File: config.mk
export PLATFORM = sky130hd
export DESIGN_NAME = fuse_guard_ctrl
export DESIGN_NICKNAME = d
export VERILOG_FILES = /design/src/rtl/fuse_guard_pkg.sv /design/src/rtl/fuse_policy.sv /design/src/rtl/fuse_array.sv /design/src/rtl/sig_store.sv /design/src/rtl/fuse_guard_ctrl.sv
export SDC_FILE = /design/constraint.sdc
export NUM_CORES = 1
export LEC_CHECK = 0
export CORE_ASPECT_RATIO = 0.75
export CORE_MARGIN = 3
export CORE_UTILIZATION = 60
export CTS_BUF_LIST = sky130_fd_sc_hd__clkbuf_4 sky130_fd_sc_hd__clkbuf_8
export DETAILED_ROUTE_END_ITERATION = 8
export DONT_BUFFER_PORTS = 1
export GPL_ROUTABILITY_DRIVEN = 0
export PLACE_DENSITY_LB_ADDON = 0.15
export SYNTH_ARGS = -nofsm -noshare
export SYNTH_HDL_FRONTEND = slang
export SYNTH_HIERARCHICAL = 1
export SYNTH_SLANG_ARGS = --single-unit
File: constraint.sdc
create_clock -name clk -period 2.6 [get_ports clk]
set_clock_uncertainty 0.05 [all_clocks]
set_input_delay 0.13 -clock clk [delete_from_list [all_inputs] [get_ports clk]]
set_output_delay 0.13 -clock clk [all_outputs]
set_load 0.005 [all_outputs]
File: src/rtl/fuse_guard_pkg.sv
package fuse_guard_pkg;

    typedef enum logic [2:0] {
        OP_NOP     = 3'd0,
        OP_PROG    = 3'd1,
        OP_VERIFY  = 3'd2,
        OP_PRELOAD = 3'd3,
        OP_SIG_WR  = 3'd4,
        OP_SIG_RD  = 3'd5,
        OP_LOCK    = 3'd6,
        OP_ERASE   = 3'd7
    } fg_op_e;

    typedef enum logic [1:0] {
        ST_IDLE  = 2'd0,
        ST_GRANT = 2'd1,
        ST_DENY  = 2'd2
    } fg_state_e;

    typedef struct packed {
        logic active;
        logic allow;
        logic wr_logic;
        logic erase;
        logic wr_sig;
        logic load_pre;
        logic set_lock;
    } fg_verdict_t;

endpackage

File: src/rtl/fuse_policy.sv
module fuse_policy
    import fuse_guard_pkg::*;
(
    input  logic        valid_i,
    input  fg_op_e      op_i,
    input  logic        secured_i,
    output fg_verdict_t verdict_o
);

    logic active;
    logic allow;
    logic ok;

    assign active = valid_i && (op_i != OP_NOP);

    always_comb begin
        allow = 1'b0;
        unique case (op_i)
            OP_NOP:     allow = 1'b0;
            OP_PROG:    allow = !secured_i;
            OP_VERIFY:  allow = !secured_i;
            OP_PRELOAD: allow = !secured_i;
            OP_SIG_WR:  allow = !secured_i;
            OP_SIG_RD:  allow = 1'b1;
            OP_LOCK:    allow = 1'b1;
            OP_ERASE:   allow = 1'b1;
            default:    allow = 1'b0;
        endcase
    end

    assign ok = active && allow;

    always_comb begin
        verdict_o.active   = active;
        verdict_o.allow    = allow;
        verdict_o.wr_logic = ok && (op_i == OP_PROG);
        verdict_o.erase    = ok && (op_i == OP_ERASE);
        verdict_o.wr_sig   = ok && (op_i == OP_SIG_WR);
        verdict_o.load_pre = ok && (op_i == OP_PRELOAD);
        verdict_o.set_lock = ok && (op_i == OP_LOCK);
    end

endmodule

File: src/rtl/fuse_array.sv
module fuse_array #(
    parameter int DEPTH  = 16,
    parameter int WORD_W = 8,
    localparam int AW    = $clog2(DEPTH)
) (
    input  logic              clk,
    input  logic              rst_n,
    input  logic              wr_en_i,
    input  logic              erase_i,
    input  logic [AW-1:0]     addr_i,
    input  logic [WORD_W-1:0] wdata_i,
    output logic [WORD_W-1:0] rdata_o
);

    logic [WORD_W-1:0] mem_q [DEPTH];

    for (genvar gi = 0; gi < DEPTH; gi++) begin : g_word
        always_ff @(posedge clk or negedge rst_n) begin
            if (!rst_n) begin
                mem_q[gi] <= '0;
            end else if (erase_i) begin
                mem_q[gi] <= '0;
            end else if (wr_en_i && (addr_i == AW'(gi))) begin
                mem_q[gi] <= wdata_i;
            end
        end
    end

    assign rdata_o = mem_q[addr_i];

    // erase blanks the first and last words at once
    assert_erase_blanks_R10: assert property (@(posedge clk) disable iff (!rst_n)
        erase_i |=> (mem_q[0] == '0) && (mem_q[DEPTH-1] == '0));

    // a program write lands in the addressed word
    assert_prog_lands_R3: assert property (@(posedge clk) disable iff (!rst_n)
        (wr_en_i && !erase_i) |=> (mem_q[$past(addr_i)] == $past(wdata_i)));

endmodule

File: src/rtl/sig_store.sv
module sig_store #(
    parameter int BYTES  = 8,
    parameter int WORD_W = 8,
    localparam int IW    = $clog2(BYTES)
) (
    input  logic              clk,
    input  logic              rst_n,
    input  logic              wr_en_i,
    input  logic [IW-1:0]     idx_i,
    input  logic [WORD_W-1:0] wdata_i,
    output logic [WORD_W-1:0] rdata_o
);

    logic [WORD_W-1:0] byte_q [BYTES];

    for (genvar gi = 0; gi < BYTES; gi++) begin : g_byte
        always_ff @(posedge clk or negedge rst_n) begin
            if (!rst_n) begin
                byte_q[gi] <= '0;
            end else if (wr_en_i && (idx_i == IW'(gi))) begin
                byte_q[gi] <= wdata_i;
            end
        end
    end

    assign rdata_o = byte_q[idx_i];

    // an accepted signature write is stored in the indexed byte
    assert_sig_store_R7: assert property (@(posedge clk) disable iff (!rst_n)
        wr_en_i |=> (byte_q[$past(idx_i)] == $past(wdata_i)));

endmodule

File: src/rtl/fuse_guard_ctrl.sv
module fuse_guard_ctrl
    import fuse_guard_pkg::*;
#(
    parameter int LOGIC_DEPTH = 16,
    parameter int SIG_BYTES   = 8,
    parameter int WORD_W      = 8,
    localparam int AW         = $clog2(LOGIC_DEPTH),
    localparam int SIG_IW     = $clog2(SIG_BYTES)
) (
    input  logic              clk,
    input  logic              rst_n,
    input  logic              cmd_valid,
    input  logic [2:0]        cmd_op,
    input  logic [AW-1:0]     cmd_addr,
    input  logic [WORD_W-1:0] cmd_wdata,
    output logic              rsp_valid,
    output logic              rsp_denied,
    output logic [WORD_W-1:0] rsp_data,
    output logic              secured,
    output logic [WORD_W-1:0] preload_q
);

    fg_op_e            op;
    fg_verdict_t       vd;
    fg_state_e         st_q;
    fg_state_e         st_d;
    logic              secured_q;
    logic [WORD_W-1:0] pre_q;
    logic [WORD_W-1:0] data_q;
    logic [WORD_W-1:0] data_d;
    logic [WORD_W-1:0] arr_rd;
    logic [WORD_W-1:0] sig_rd;

    assign op = fg_op_e'(cmd_op);

    fuse_policy u_policy (
        .valid_i   (cmd_valid),
        .op_i      (op),
        .secured_i (secured_q),
        .verdict_o (vd)
    );

    fuse_array #(
        .DEPTH  (LOGIC_DEPTH),
        .WORD_W (WORD_W)
    ) u_array (
        .clk     (clk),
        .rst_n   (rst_n),
        .wr_en_i (vd.wr_logic),
        .erase_i (vd.erase),
        .addr_i  (cmd_addr),
        .wdata_i (cmd_wdata),
        .rdata_o (arr_rd)
    );

    sig_store #(
        .BYTES  (SIG_BYTES),
        .WORD_W (WORD_W)
    ) u_sig (
        .clk     (clk),
        .rst_n   (rst_n),
        .wr_en_i (vd.wr_sig),
        .idx_i   (cmd_addr[SIG_IW-1:0]),
        .wdata_i (cmd_wdata),
        .rdata_o (sig_rd)
    );

    // Reply state: next state from the policy verdict
    always_comb begin
        st_d = ST_IDLE;
        if (vd.active) begin
            st_d = vd.allow ? ST_GRANT : ST_DENY;
        end
    end

    always_ff @(posedge clk or negedge rst_n) begin
        if (!rst_n) begin
            st_q <= ST_IDLE;
        end else begin
            st_q <= st_d;
        end
    end

    // Read byte chosen at acceptance, registered for the reply cycle
    always_comb begin
        data_d = '0;
        if (vd.active && vd.allow) begin
            unique case (op)
                OP_VERIFY: data_d = arr_rd;
                OP_SIG_RD: data_d = sig_rd;
                default:   data_d = '0;
            endcase
        end
    end

    always_ff @(posedge clk or negedge rst_n) begin
        if (!rst_n) begin
            data_q    <= '0;
            secured_q <= 1'b0;
            pre_q     <= '0;
        end else begin
            data_q <= data_d;
            if (vd.erase) begin
                secured_q <= 1'b0;
            end else if (vd.set_lock) begin
                secured_q <= 1'b1;
            end
            if (vd.load_pre) begin
                pre_q <= cmd_wdata;
            end
        end
    end

    // Outputs decoded from the reply state
    always_comb begin
        rsp_valid  = 1'b0;
        rsp_denied = 1'b0;
        unique case (st_q)
            ST_IDLE: begin
                rsp_valid  = 1'b0;
                rsp_denied = 1'b0;
            end
            ST_GRANT: begin
                rsp_valid  = 1'b1;
                rsp_denied = 1'b0;
            end
            ST_DENY: begin
                rsp_valid  = 1'b1;
                rsp_denied = 1'b1;
            end
            default: begin
                rsp_valid  = 1'b0;
                rsp_denied = 1'b0;
            end
        endcase
    end

    assign rsp_data  = data_q;
    assign secured   = secured_q;
    assign preload_q = pre_q;

    // every real command is answered in the next cycle
    assert_reply_next_R2: assert property (@(posedge clk) disable iff (!rst_n)
        (cmd_valid && (cmd_op != 3'd0)) |=> rsp_valid);

    // no command means no reply
    assert_no_spurious_R2: assert property (@(posedge clk) disable iff (!rst_n)
        (!cmd_valid || (cmd_op == 3'd0)) |=> !rsp_valid);

    // a denied reply never leaks data
    assert_deny_zero_R4: assert property (@(posedge clk) disable iff (!rst_n)
        rsp_denied |-> (rsp_valid && (rsp_data == '0)));

    // verify while secured is refused
    assert_verify_blocked_R4: assert property (@(posedge clk) disable iff (!rst_n)
        (secured && cmd_valid && (cmd_op == 3'd2)) |=> rsp_denied);

    // a refused preset leaves the preset register alone
    assert_preset_held_R5: assert property (@(posedge clk) disable iff (!rst_n)
        (secured && cmd_valid && (cmd_op == 3'd3)) |=> $stable(preload_q));

    // signature read is never refused
    assert_sig_open_R6: assert property (@(posedge clk) disable iff (!rst_n)
        (cmd_valid && (cmd_op == 3'd5)) |=> (rsp_valid && !rsp_denied));

    // lock is sticky unless erased
    assert_lock_sticky_R8: assert property (@(posedge clk) disable iff (!rst_n)
        (secured && !(cmd_valid && (cmd_op == 3'd7))) |=> secured);

    // erase drops the lock
    assert_erase_unlocks_R10: assert property (@(posedge clk) disable iff (!rst_n)
        (cmd_valid && (cmd_op == 3'd7)) |=> !secured);

endmodule

### Yosys cells after proc, flatten, opt, wreduce, memory -nomap -nowiden

Index checks and enable logic that the tools add are counted.

| word-level totals | value |
|---|---|
| register bits after elaboration | 211 |
| input port bits | 18 |
| word-level logic and storage cells | 166 |

| cells by class | value |
|---|---|
| bitwise operators | 2 |
| $lt $le $gt $ge | 2 |
| eq/ne operators | 31 |
| reduce and logical (&&, ||, !) cells | 56 |
| muxes and demuxes | 47 |

Operators with widths:

| cell | number |
|---|---|
| 2-to-1 mux 8 bit | 37 |
| nonzero test 2 bit | 17 |
| binary-select mux 8 bit (select 4 bit) | 1 |
| equality test 4 bit (second input constant) | 8 |
| logical AND 1 bit | 31 |
| binary-select mux 8 bit (select 3 bit) | 1 |
| equality test 3 bit (second input constant) | 8 |
| equality test 4 x 3 -> 1 bit (second input constant) | 4 |
| one-hot mux 8 bit (2 select lines) | 1 |
| equality test 3 x 2 -> 1 bit (second input constant) | 4 |
| equality test 4 x 2 -> 1 bit (second input constant) | 2 |
| equality test 3 x 1 -> 1 bit (second input constant) | 2 |
| zero test 3 bit | 2 |
| greater-or-equal comparator 5 bit (second input constant) | 1 |
| inverter 4 -> 5 bit | 1 |
| equality test 4 x 1 -> 1 bit (second input constant) | 1 |
| greater-or-equal comparator 4 bit (second input constant) | 1 |
| zero test 4 bit | 1 |
| 2-to-1 mux 1 bit | 4 |
| 2-to-1 mux 2 bit | 2 |
| inverter 3 -> 4 bit | 1 |
| OR reduction 4 bit | 1 |
| one-hot mux 1 bit (3 select lines) | 1 |
| nonzero test 3 bit | 1 |
| 5 further kinds | 5 |

### Longest topological paths before layout

| depth | value |
|---|---|
| word-level depth | 8 |
| mapped depth | 7 |
| depth with buffers taken out | 5 |

### By module

Netlist, hierarchy kept.

Modules (own cells, without submodules):

| module | cells an instance | times used | area each (um^2) |
|---|---|---|---|
| fuse_array | 685 | 1 | 6573.8 |
| sig_store | 204 | 1 | 3083.0 |
| fuse_guard_ctrl | 63 | 1 | 845.8 |
| fuse_policy | 14 | 1 | 92.6 |

### Worst setup path after synthesis

OpenSTA, ideal clock, no wires.

| timing | value |
|---|---|
| path kind | register -> register |
| from | register secured_q, in the netlist secured |
| to | register u_array/mem_q[104] (netlist name) |
| setup slack | 0.504 ns |
| data arrival time | 1.910 ns |
| required time | 2.414 ns |
| buffers on the path | 1 |
| clock period less this slack | 2.096 ns |
| stages on the path, launching flop included | 7 |
| setup time | 0.136 ns |
| path through | dfrtp_1 -> or3b_1 -> nor3b_2 -> or3b_1 -> clkbuf_1 -> o21ai_0 -> a21oi_1 |

RTL lines:

| what | RTL line | text |
|---|---|---|
| start: declaration | fuse_guard_ctrl.sv:27 | `logic secured_q;` |
| start signal: assignment | fuse_guard_ctrl.sv:99 | `secured_q <= 1'b0;` |
| start signal: assignment | fuse_guard_ctrl.sv:104 | `secured_q <= 1'b0;` |
| start signal: assignment | fuse_guard_ctrl.sv:106 | `secured_q <= 1'b1;` |
| end signal: indexed assignment | fuse_array.sv:24 | `mem_q[gi] <= wdata_i;` |
| end: declaration | fuse_array.sv:15 | `logic [WORD_W-1:0] mem_q [DEPTH];` |

==> out/qor.yml <==
cells_and_area:
  mostFrequentLayoutCell: "dfrtp_1"
  diodes: 0
  final_cells: 1182
  final_core_util_pct: 66.8
  syn_to_final_growth_pct: 7.71
  drive_above_1_share_pct: 22.1
  mostFrequentLayoutCells: "dfrtp_1 (211), a21oi_1 (136), nand3_1 (129)"
  fin_nets: 948
  fill_cells: 1274
power:
  clockPowerShare_pct: 40.7
  swShare_pct: 24.5
  ir_drop_mv: 0.398
  p_int_uw: 5500
  cellLeakagePower_uw: 0.00493
  powerDensity_nw_per_um2: 638
  seqPwrFrac_pct: 49.8
  total_power_uw: 7280
  pwr-share-comb_pct: 9.5
  p_switching_uw: 1780
routing:
  vias_per_cell: 6.85
  drtIter0Drc: 1100
  ant_nets: 0
  first_pass_iters: 5
  wire_per_inst_um: 24.5
  routed_wl_mm: 28.9
  drc: 0
  num_vias: 8101
sta:
  clock.fmax_mhz: 409
  rsz0062_at_grt: "no"
  layout_min_cycle_time_ps: 2440
  fin_setup_tns_ps: 0
  worst_pin_slew_ps: 1260
  setup_viol: 0
  hold_viol_final: 211
  whs_ps: -759
  drv_slew: 0
  slew_headroom_pct: 15.6
  fin_crit_sh_pct: 94.0
place:
  dp_cells: 1109
  io_buffers: 0
  hpwl_mm: 15.8
critical_path:
  cp-start-kind: "flop"
  crit_type: "flop to flop"
  path_depth: 6
  slowest_delay_ps: 440
  cp_common_cell: "or3b_1"
  r2r_cells: 6
  crit_family: "simple AND/OR/NAND/NOR gates"
  path_cells: "or3b_1, nor3b_2, or3b_1, buf_4, o21ai_0, a21oi_1"
  crit_buf_inv: 1
  end_kind: "flop"
  cp.required_ps: 2930
  arrival_ps: 2780
  worstPathMaxFanout: 32
  cp_slowest_cell: "dfrtp_1"
synthesis:
  synth_edf_count: 0
  yosysSeqAreaShare_pct: 49.8
  synth_warnings: 6
  synthDistinctLibCells: 55
  netlist_area_um2: 10600
  syn_nets: 985
  ys_ff_latch: 211
  ys.flop_type: "dfrtp_1"
  syn_area_per_cell_um2: 11.0
  async_flop_share_pct: 100
  syn_inst: 966
global_route:
  antenna_found_initial: 0
  grt_use_total_pct: 30.2
  gr-total-overflow: 0
  grt_pass1_wl_mm: 45.8
  grt_pass1_vias: 8121
  grt_start_max_net_pins: 212
floorplanning:
  core-area_um2: 17100
  die_w_um: 159
  die_h_um: 121
  start_util_pct: 62.0
  dieArea_um2: 19300
  io_pins: 37
  row_count: 41
status:
  violations: "hold timing"
  outcome: "finished with violations"
cts:
  insertion_delay_ps: 530
  hold_buffers: 19
  clk_pin_slew_ps: 60
  cts_buffers: 34
  cts_sinks: 211
  cts_root_buffer: "clkbuf_8"
  cts_max_level: 2
  clockBufferDepth: 3
  cts_tree: "yes"
run:
  drv_cap: 0
min_path:
  min_path_type: "input port to async pin"
==> power groups by stage <==
stage | logic (uW) | registers (uW) | clock network (uW)
6_report | 690 | 3630 | 2960
3_5_place_dp | 581 | 3680 | 0
4_1_cts | 674 | 3630 | 3010
5_1_grt | 733 | 3650 | 3180
2_1_floorplan | 552 | 3650 | 0
3_3_place_gp | 563 | 3670 | 0
==> layout make-up <==
class,count,area [um2],area share [%]
clock buffer,45,588,5.15
timing repair buffer,40,378,3.31
inverter,4,15.0,0.132
clock inverter,8,98.8,0.866
sequential,211,5280,46.3
multi-input combinational,638,4760,41.7
tap,236,295,2.59
==> cell families (layout without fill, tap and decap cells) <==
group           Yosys count  after routing  share of synthesized area [%]
fa+ha+maj                 2              2                          0.224
buf+inv                 118             97                           5.53
compound gates          299            299                           15.0
flops                   211            211                           49.8
simple gates            208            209                           11.7
mux                     128            128                           17.7
==> flip-flops by register name, indices dropped and copies added, names as in the netlist <==
name and count:
u_array/mem_q 128, u_sig/byte_q 64, preload_q 8, rsp_data 8, st_q 2, secured 1
==> through the flow <==
step | hold slack, ps | setup WS (ps) | instance area [um2]
2_1_floorplan | -216 | 504 | 10600
3_5_place_dp | -210 | 247 | 10500
3_3_place_gp | -209 | 357 | 10500
6_report | -759 | 156 | 11400
4_1_cts | -770 | 157 | 11400
5_1_grt | -768 | 44.9 | 11400
==> repair_timing <==
item / 4_1_cts / 5_1_grt
hold endpoints to repair: 422 / 211
resized for setup: 0 / 2
setup buffers: 0 / 0
endpoints found under the setup margin: 0 / 91
==> worst reg2reg max path, cell delays in order, from the launching register on <==
cell and delay (ps):
dfrtp_1 440, or3b_1 410, nor3b_2 440, or3b_1 390, buf_4 230, o21ai_0 260, a21oi_1 110
==> synthesized netlist by cell type, types with 8 or more instances <==
cell / number / area, um2
mux2i_1: 8 / 80.1
mux2_4: 8 / 120
dfrtp_1: 211 / 5280
mux2_2: 76 / 856
nand3_1: 129 / 646
nand4b_1: 8 / 70.1
nand4bb_1: 8 / 90.1
a21oi_1: 136 / 681
buf_2: 30 / 150
a22oi_1: 16 / 120
nand2_1: 15 / 56.3
clkbuf_1: 62 / 233
o21ai_0: 123 / 616
buf_4: 8 / 60.1
mux4_2: 33 / 743
==> worst paths after layout <==
check / endpoint / startpoint / slack, ps
setup / recovery: u_array/mem_q[110]$_DFFE_PN0P_ / secured$_DFFE_PN0P_ / 160
hold / removal: u_array/mem_q[58]$_DFFE_PN0P_ / rst_n / -760
setup reg to reg: u_array/mem_q[110]$_DFFE_PN0P_ / secured$_DFFE_PN0P_ / 160
hold reg to reg: u_sig/byte_q[13]$_DFFE_PN0P_ / u_sig/byte_q[13]$_DFFE_PN0P_ / 450
max in group asynchronous: u_array/mem_q[111]$_DFFE_PN0P_ / rst_n / 2810
min in group clk: rsp_data[0]$_DFF_PN0_ / cmd_addr[0] / 40
==> layer usage <==
layer / global-route usage [%] / up-vias / part of all wire (%)
met4: 9.79 / 0 / 2.9
met3: 7.88 / 83 / 11
met2: 45.6 / 503 / 45
li1: - / 3484 / -
met1: 43.2 / 4031 / 41
met5: 0 / - / 0
(Power assumes the default switching activity.)
